$ cat src/rtl/nram_pkg.sv
package nram_pkg;

    localparam int NRAM_NIB_W = 4;
    localparam int NRAM_OFS_W = 8;
    localparam int NRAM_ZP_W  = 4;
    localparam int NRAM_B0_USED = 244;
    localparam int NRAM_BIT_W = $clog2(NRAM_NIB_W);

    typedef enum logic [1:0] {
        AM_PAIR = 2'd0,
        AM_DIR  = 2'd1,
        AM_ZP   = 2'd2,
        AM_RSV  = 2'd3
    } amode_e;

    typedef enum logic [2:0] {
        OP_NOP  = 3'd0,
        OP_RD   = 3'd1,
        OP_WR   = 3'd2,
        OP_BSET = 3'd3,
        OP_BCLR = 3'd4
    } op_e;

    function automatic logic [NRAM_NIB_W-1:0] nib_mask(input logic [NRAM_BIT_W-1:0] idx);
        logic [NRAM_NIB_W-1:0] m;
        m = '0;
        m[idx] = 1'b1;
        return m;
    endfunction

endpackage

$ cat src/rtl/nram_agen.sv
module nram_agen
    import nram_pkg::*;
#(
    parameter int NIB_W   = NRAM_NIB_W,
    parameter int OFS_W   = NRAM_OFS_W,
    parameter int ZP_W    = NRAM_ZP_W,
    parameter int B0_USED = NRAM_B0_USED,
    localparam int ADDR_W = OFS_W + 1
) (
    input  amode_e              mode,
    input  logic                bank,
    input  logic [NIB_W-1:0]    hptr,
    input  logic [NIB_W-1:0]    lptr,
    input  logic [OFS_W-1:0]    opnd,
    output logic [ADDR_W-1:0]   addr,
    output logic                unmapped
);

    always_comb begin
        case (mode)
            AM_PAIR: addr = {bank, hptr, lptr};
            AM_ZP:   addr = {{(ADDR_W-ZP_W){1'b0}}, opnd[ZP_W-1:0]};
            default: addr = {bank, opnd};
        endcase
    end

    assign unmapped = !addr[OFS_W] && (int'(addr[OFS_W-1:0]) >= B0_USED);

endmodule

$ cat src/rtl/nram_array.sv
module nram_array
    import nram_pkg::*;
#(
    parameter int NIB_W   = NRAM_NIB_W,
    parameter int OFS_W   = NRAM_OFS_W,
    parameter int B0_USED = NRAM_B0_USED,
    localparam int ADDR_W = OFS_W + 1
) (
    input  logic              clk,
    input  logic              rst,
    input  logic              we,
    input  logic [ADDR_W-1:0] waddr,
    input  logic [NIB_W-1:0]  wdata,
    input  logic [ADDR_W-1:0] raddr,
    output logic [NIB_W-1:0]  rdata
);

    logic [1:0][NIB_W-1:0] bank_rd;
    logic                  rbank_q;

    for (genvar b = 0; b < 2; b++) begin : g_bank
        localparam int DEPTH = (b == 0) ? B0_USED : (1 << OFS_W);
        logic [NIB_W-1:0] mem [DEPTH];
        logic [NIB_W-1:0] rq;
        logic [OFS_W-1:0] w_ofs;
        logic [OFS_W-1:0] r_ofs;

        assign w_ofs = waddr[OFS_W-1:0];
        assign r_ofs = raddr[OFS_W-1:0];

        always_ff @(posedge clk) begin
            if (we && (waddr[OFS_W] == 1'(b)) && (int'(w_ofs) < DEPTH))
                mem[w_ofs] <= wdata;
            rq <= (int'(r_ofs) < DEPTH) ? mem[r_ofs] : '0;
        end

        assign bank_rd[b] = rq;
    end

    always_ff @(posedge clk) begin
        rbank_q <= raddr[OFS_W];
    end

    assign rdata = bank_rd[rbank_q];


    wr_unmapped_chk: assert property (@(posedge clk) disable iff (rst)
        we |-> (waddr[OFS_W] || (int'(waddr[OFS_W-1:0]) < B0_USED)));

endmodule

$ cat src/rtl/nram_ctrl.sv
module nram_ctrl
    import nram_pkg::*;
#(
    parameter int NIB_W  = NRAM_NIB_W,
    parameter int ADDR_W = NRAM_OFS_W + 1,
    localparam int BIT_W = $clog2(NIB_W)
) (
    input  logic              clk,
    input  logic              rst,
    input  logic              req_valid,
    input  logic [2:0]        req_op,
    input  logic [ADDR_W-1:0] addr,
    input  logic              addr_unmapped,
    input  logic [BIT_W-1:0]  bit_idx,
    input  logic [NIB_W-1:0]  wdata_in,
    input  logic [NIB_W-1:0]  mem_rdata,
    output logic              mem_we,
    output logic [ADDR_W-1:0] mem_waddr,
    output logic [NIB_W-1:0]  mem_wdata,
    output logic              busy,
    output logic              rd_valid,
    output logic              unmapped
);

    typedef enum logic {ST_IDLE, ST_RMW} st_e;

    typedef struct packed {
        logic [ADDR_W-1:0] addr;
        logic [BIT_W-1:0]  idx;
        logic              set;
        logic              mapped;
    } held_t;

    st_e   st_q;
    held_t held_q;
    op_e   op_c;
    logic  accept;
    logic  is_bit;
    logic  is_access;
    logic [NIB_W-1:0] mask;

    assign op_c      = op_e'(req_op);
    assign accept    = req_valid && (st_q == ST_IDLE);
    assign is_bit    = (op_c == OP_BSET) || (op_c == OP_BCLR);
    assign is_access = (op_c == OP_RD) || (op_c == OP_WR) || is_bit;
    assign mask      = nib_mask(held_q.idx);
    assign busy      = (st_q == ST_RMW);

    always_ff @(posedge clk) begin
        if (rst) begin
            st_q     <= ST_IDLE;
            held_q   <= '0;
            rd_valid <= 1'b0;
            unmapped <= 1'b0;
        end else begin
            rd_valid <= accept && (op_c == OP_RD);
            unmapped <= accept && is_access && addr_unmapped;
            if (st_q == ST_IDLE) begin
                if (accept && is_bit) begin
                    st_q   <= ST_RMW;
                    held_q <= '{addr: addr, idx: bit_idx,
                                set: (op_c == OP_BSET), mapped: !addr_unmapped};
                end
            end else begin
                st_q <= ST_IDLE;
            end
        end
    end

    always_comb begin
        if (st_q == ST_RMW) begin
            mem_we    = held_q.mapped;
            mem_waddr = held_q.addr;
            mem_wdata = held_q.set ? (mem_rdata | mask) : (mem_rdata & ~mask);
        end else begin
            mem_we    = accept && (op_c == OP_WR) && !addr_unmapped;
            mem_waddr = addr;
            mem_wdata = wdata_in;
        end
    end


    busy_pulse_chk: assert property (@(posedge clk) disable iff (rst)
        busy |=> !busy);


    rmw_write_chk: assert property (@(posedge clk) disable iff (rst)
        (req_valid && !busy && (req_op == 3'd3 || req_op == 3'd4) && !addr_unmapped)
        |=> mem_we);


    rdv_src_chk: assert property (@(posedge clk) disable iff (rst)
        rd_valid |-> $past(req_valid && (req_op == 3'd1) && !busy));


    busy_drop_chk: assert property (@(posedge clk) disable iff (rst)
        busy |=> (!rd_valid && !unmapped));

endmodule

$ cat src/rtl/nram_unit.sv
module nram_unit
    import nram_pkg::*;
#(
    parameter int NIB_W   = NRAM_NIB_W,
    parameter int OFS_W   = NRAM_OFS_W,
    parameter int ZP_W    = NRAM_ZP_W,
    parameter int B0_USED = NRAM_B0_USED,
    localparam int ADDR_W = OFS_W + 1,
    localparam int BIT_W  = $clog2(NIB_W)
) (
    input  logic             clk,
    input  logic             rst,
    input  logic             bank_set,
    input  logic             bank_clr,
    input  logic             h_load,
    input  logic [NIB_W-1:0] h_din,
    input  logic             l_load,
    input  logic [NIB_W-1:0] l_din,
    output logic             bank_q,
    output logic [NIB_W-1:0] h_q,
    output logic [NIB_W-1:0] l_q,
    input  logic             req_valid,
    input  logic [2:0]       req_op,
    input  logic [1:0]       req_mode,
    input  logic [OFS_W-1:0] req_opnd,
    input  logic [BIT_W-1:0] req_bit,
    input  logic [NIB_W-1:0] req_wdata,
    output logic             busy,
    output logic             rd_valid,
    output logic [NIB_W-1:0] rd_data,
    output logic             unmapped
);

    logic [ADDR_W-1:0] ag_addr;
    logic              ag_unmapped;
    logic              mem_we;
    logic [ADDR_W-1:0] mem_waddr;
    logic [NIB_W-1:0]  mem_wdata;
    logic [NIB_W-1:0]  mem_rdata;

    always_ff @(posedge clk) begin
        if (rst) begin
            bank_q <= 1'b0;
            h_q    <= '0;
            l_q    <= '0;
        end else begin
            if (bank_set)      bank_q <= 1'b1;
            else if (bank_clr) bank_q <= 1'b0;
            if (h_load) h_q <= h_din;
            if (l_load) l_q <= l_din;
        end
    end

    nram_agen #(.NIB_W(NIB_W), .OFS_W(OFS_W), .ZP_W(ZP_W), .B0_USED(B0_USED)) agen_i (
        .mode     (amode_e'(req_mode)),
        .bank     (bank_q),
        .hptr     (h_q),
        .lptr     (l_q),
        .opnd     (req_opnd),
        .addr     (ag_addr),
        .unmapped (ag_unmapped)
    );

    nram_ctrl #(.NIB_W(NIB_W), .ADDR_W(ADDR_W)) ctrl_i (
        .clk           (clk),
        .rst           (rst),
        .req_valid     (req_valid),
        .req_op        (req_op),
        .addr          (ag_addr),
        .addr_unmapped (ag_unmapped),
        .bit_idx       (req_bit),
        .wdata_in      (req_wdata),
        .mem_rdata     (mem_rdata),
        .mem_we        (mem_we),
        .mem_waddr     (mem_waddr),
        .mem_wdata     (mem_wdata),
        .busy          (busy),
        .rd_valid      (rd_valid),
        .unmapped      (unmapped)
    );

    nram_array #(.NIB_W(NIB_W), .OFS_W(OFS_W), .B0_USED(B0_USED)) array_i (
        .clk   (clk),
        .rst   (rst),
        .we    (mem_we),
        .waddr (mem_waddr),
        .wdata (mem_wdata),
        .raddr (ag_addr),
        .rdata (mem_rdata)
    );

    assign rd_data = mem_rdata;


    zp_bank0_chk: assert property (@(posedge clk) disable iff (rst)
        (req_mode == 2'd2) |-> (ag_addr[ADDR_W-1:ZP_W] == '0));


    bank_set_chk: assert property (@(posedge clk) disable iff (rst)
        bank_set |=> bank_q);


    bank_clr_chk: assert property (@(posedge clk) disable iff (rst)
        (bank_clr && !bank_set) |=> !bank_q);


    h_load_chk: assert property (@(posedge clk) disable iff (rst)
        h_load |=> (h_q == $past(h_din)));

endmodule

$ cat config.mk
export PLATFORM = sky130hd
export DESIGN_NAME = nram_unit
export DESIGN_NICKNAME = d
export VERILOG_FILES = /design/src/rtl/nram_pkg.sv /design/src/rtl/nram_agen.sv /design/src/rtl/nram_array.sv /design/src/rtl/nram_ctrl.sv /design/src/rtl/nram_unit.sv
export SDC_FILE = /design/constraint.sdc
export NUM_CORES = 2
export LEC_CHECK = 0
export BUFFER_PORTS_ARGS = -buffer_cell sky130_fd_sc_hd__buf_2
export CAP_MARGIN = 20
export CORE_AREA = 2 2 575 577
export DETAILED_ROUTE_END_ITERATION = 8
export DIE_AREA = 0 0 577 579
export PLACE_DENSITY = 0.4
export SLEW_MARGIN = 20
export SYNTH_ARGS = -nofsm -noshare
export SYNTH_HDL_FRONTEND = slang
export SYNTH_SLANG_ARGS = --single-unit
$ cat constraint.sdc
create_clock -name clk -period 33.3 [get_ports clk]
set_clock_uncertainty 0.2 [all_clocks]
set_input_delay 3.33 -clock clk [delete_from_list [all_inputs] [get_ports clk]]
set_output_delay 3.33 -clock clk [all_outputs]
set_load 0.05 [all_outputs]
==> flow_metrics.py <==
metrics = {
    "outcome": {
        "status": "completed",
    },
    "floorplanning": {
        "die_h_um": 579,
        "ios": 50,
        "rows": 211,
        "start_util": 0.249,
        "dieArea_um2": 334000,
        "chipWidth_um": 577,
        "core_area_um2": 329000,
    },
    "sta": {
        "rsz0062_at_grt": "no",
        "finalWorstSetupSlack_ns": 24.36,
        "setup_viol": 0,
        "setup_tns_ns": 0,
        "final_max_slew_viol_count": 0,
        "tightest_slew_ns": 1.14,
        "hold_viol": 0,
        "fin_crit_ns": 8.94,
        "post-route-period-util": 0.268,
        "relSlewSlack": 0.239,
        "whs_ns": 0.298,
        "max_freq_ghz": 0.112,
    },
    "yosys": {
        "synth.area.top_cells": "edfxtp_1 73%, mux2i_1 4.5%, mux4_2 4.0%",
        "ys_async_sr_fraction": 0,
        "yosysSeqAreaShare": 0.743,
        "yosysWarnings": 0,
        "synth_edf_count": 2000,
        "yosysTopAreaCell": "edfxtp_1",
        "synth_cell_types": 87,
        "syn_area_um2": 81800,
        "synth.most_common_cell": "edfxtp_1",
        "avgSynthCellArea_um2": 15.8,
        "synth_commonest_cells": "2000 x edfxtp_1, 658 x nand2_1, 567 x nor2_1",
        "synthFlopType": "edfxtp_1",
        "synth_top_area_frac": 0.734,
        "syn-num-nets": 5218,
        "ys_ff_latch": 2034,
        "synth_cells": 5184,
    },
    "clock_tree": {
        "clock_sinks": 2034,
        "clockBufferDepth": 4,
        "cts-root-buf": "clkbuf_16",
        "cts-hold-fix-buffers": 0,
        "cts_tree": "yes",
        "cts_setup_buffers": 0,
        "clk_pin_slew_worst_paths_ns": 0.07,
        "cts_inserted_buffers": 229,
        "ctsResizeCount": 0,
        "cts_max_level": 4,
        "clk_latency_ns": 0.90,
    },
    "critical_path": {
        "crit_path_cell_trace": "buf_2 -> o21ai_4 -> buf_4 -> nand2_8 -> buf_4 -> buf_12 -> buf_4 -> mux4_2 -> a2111oi_0 -> a2111oi_0 -> buf_4 -> or3_1 -> a211o_1",
        "r2r_end": "array_i.g_bank[1].rq[0]$_DFF_P_",
        "cp_data_arrival_time_ns": 9.51,
        "crit_required_ns": 33.87,
        "critPathKind": "in2reg",
        "reg2reg_from": "l_q[0]$_SDFFE_PP0P_",
        "reg2reg_depth": 11,
        "critPathMaxStageDelay_ns": 0.65,
        "reg2reg_slack_ns": 26.87,
        "crit_fanout": 90,
        "cp-start-kind": "primary input",
        "endpoint_kind": "flip-flop",
        "cpMostUsedCell": "buf_4",
        "worst_path_max_delay_cell": "buf_4",
    },
    "cells_and_area": {
        "fin_area_um2": 94400,
        "syn_to_final_growth_pct": 15.4,
        "layout.cells.non_filler": 9828,
        "final_util": 0.287,
        "nNetsFinal": 5318,
        "drive_gt1_frac": 0.141,
        "num-fill-cells": 32900,
    },
    "min_path": {
        "min_to": "ctrl_i.held_q[12]$_SDFFE_PP0P_",
        "hold_start": "ctrl_i.held_q[12]$_SDFFE_PP0P_",
        "whs_path_depth": 2,
        "hold_class": "reg2reg",
    },
    "drt": {
        "postRouteAntennaNets": 0,
        "vias": 48400,
        "drc_errors": 0,
        "drt-pass1-iter-count": 6,
        "viasPerCell": 4.93,
        "dr.first_iter.drc_count": 5396,
        "wire_per_inst_um": 31.2,
        "wl_mm": 306,
    },
    "power_and_ir_drop": {
        "max-vdd-ir-drop_mv": 0.0436,
        "p_total_mw": 5.78,
        "p_leak_nw": 29.3,
        "p_per_area_nw_per_um2": 61.2,
    },
    "global_routing": {
        "first_global_vias": 48500,
        "grt_usage": 0.179,
        "grt_antenna_before_repair": 30,
        "grt_max_degree": 177,
        "grt-ovfl-total": 0,
        "grt_pass1_wl_mm": 419,
    },
    "run": {
        "maxCapViolations": 0,
    },
    "placed_design": {
        "place_area_um2": 87100,
        "gp_congestion": 0.833,
        "placedCellCount": 9419,
        "portBuffers": 49,
        "dp_slack_ns": 23.48,
        "hpwlAfterDp_mm": 185,
    },
}
==> routing by layer <==
layer,GRT usage,share of wire
met5,0,0.000069
met4,0.0489,0.028
met3,0.0266,0.059
met2,0.300,0.48
met1,0.243,0.43
==> registers in the layout (all words and copies together) (netlist names) <==
name,cells
ctrl_i.unmapped,1
h_q,4
array_i.rbank_q,1
ctrl_i.rd_valid,1
ctrl_i.held_q,13
ctrl_i.busy,1
array_i.g_bank.rq,8
l_q,4
bank_q,1
array_i.g_bank.mem,2000
==> worst max path at each step <==
stage,from,end,slack (ns),cells after the start
6_report,req_mode[0],array_i.g_bank[1].rq[0]$_DFF_P_,24.36,13
3_3_place_gp,req_mode[0],array_i.g_bank[1].rq[2]$_DFF_P_,23.45,12
3_5_place_dp,req_mode[0],array_i.g_bank[1].rq[2]$_DFF_P_,23.48,12
2_1_floorplan,ctrl_i.busy$_SDFF_PP0_,array_i.g_bank[0].mem[0][0]$_DFFE_PP_,7.47,4
4_1_cts,req_mode[0],array_i.g_bank[1].rq[2]$_DFF_P_,24.44,12
5_1_grt,req_mode[0],array_i.g_bank[1].rq[0]$_DFF_P_,24.22,13
==> cell families (layout without fill, tap and decap cells) <==
group,after synthesis,in the layout,share of synthesized area
flops,2034,2034,0.743
compound gates,710,710,0.0587
simple gates,1535,1535,0.0787
other cells,0,3,0
xor+xnor,1,1,0.000107
buf+inv,349,624,0.0260
mux,555,555,0.0939
==> critical path: cells and delay by family <==
kind	cells	cell delay, ns
buf+inv	6	2.99
simple gates	2	0.93
compound gates	4	1.29
mux	1	0.58
==> final cells by class <==
| class | instances | area [µm²] | area share |
|---|---|---|---|
| Clock buffer | 270 | 5910 | 0.0626 |
| Inverter | 6 | 22.5 | 0.000239 |
| Multi-Input combinational cell | 2801 | 19300 | 0.205 |
| Timing Repair Buffer | 212 | 1620 | 0.0172 |
| Clock inverter | 136 | 1300 | 0.0137 |
| Antenna cell | 3 | 7.51 | 0.0000796 |
| Tap cell | 4366 | 5460 | 0.0579 |
| Sequential cell | 2034 | 60700 | 0.644 |
==> cell usage in the layout (no fill, tap or decap), types with 49 or more instances in the layout <==
master | Yosys | layout
clkinv_1 | 1 | 55
mux4_2 | 144 | 144
o21ai_0 | 68 | 64
a31oi_1 | 58 | 57
o22ai_1 | 105 | 104
nand2_1 | 658 | 633
edfxtp_1 | 2000 | 2000
buf_2 | 103 | 49
nor2_1 | 567 | 561
clkbuf_16 | 0 | 230
mux2i_1 | 369 | 366
a211oi_1 | 62 | 61
nand3_1 | 147 | 146
buf_4 | 40 | 151
a21oi_1 | 162 | 161
==> power breakdown <==
part / internal, mW / total [mW] / switching, mW
clock network: 1.43 / 2.49 / 1.06
logic: 0.110 / 0.450 / 0.341
registers: 2.83 / 2.84 / 0.00843
Note: power is estimated with default switching activity, not from simulation.
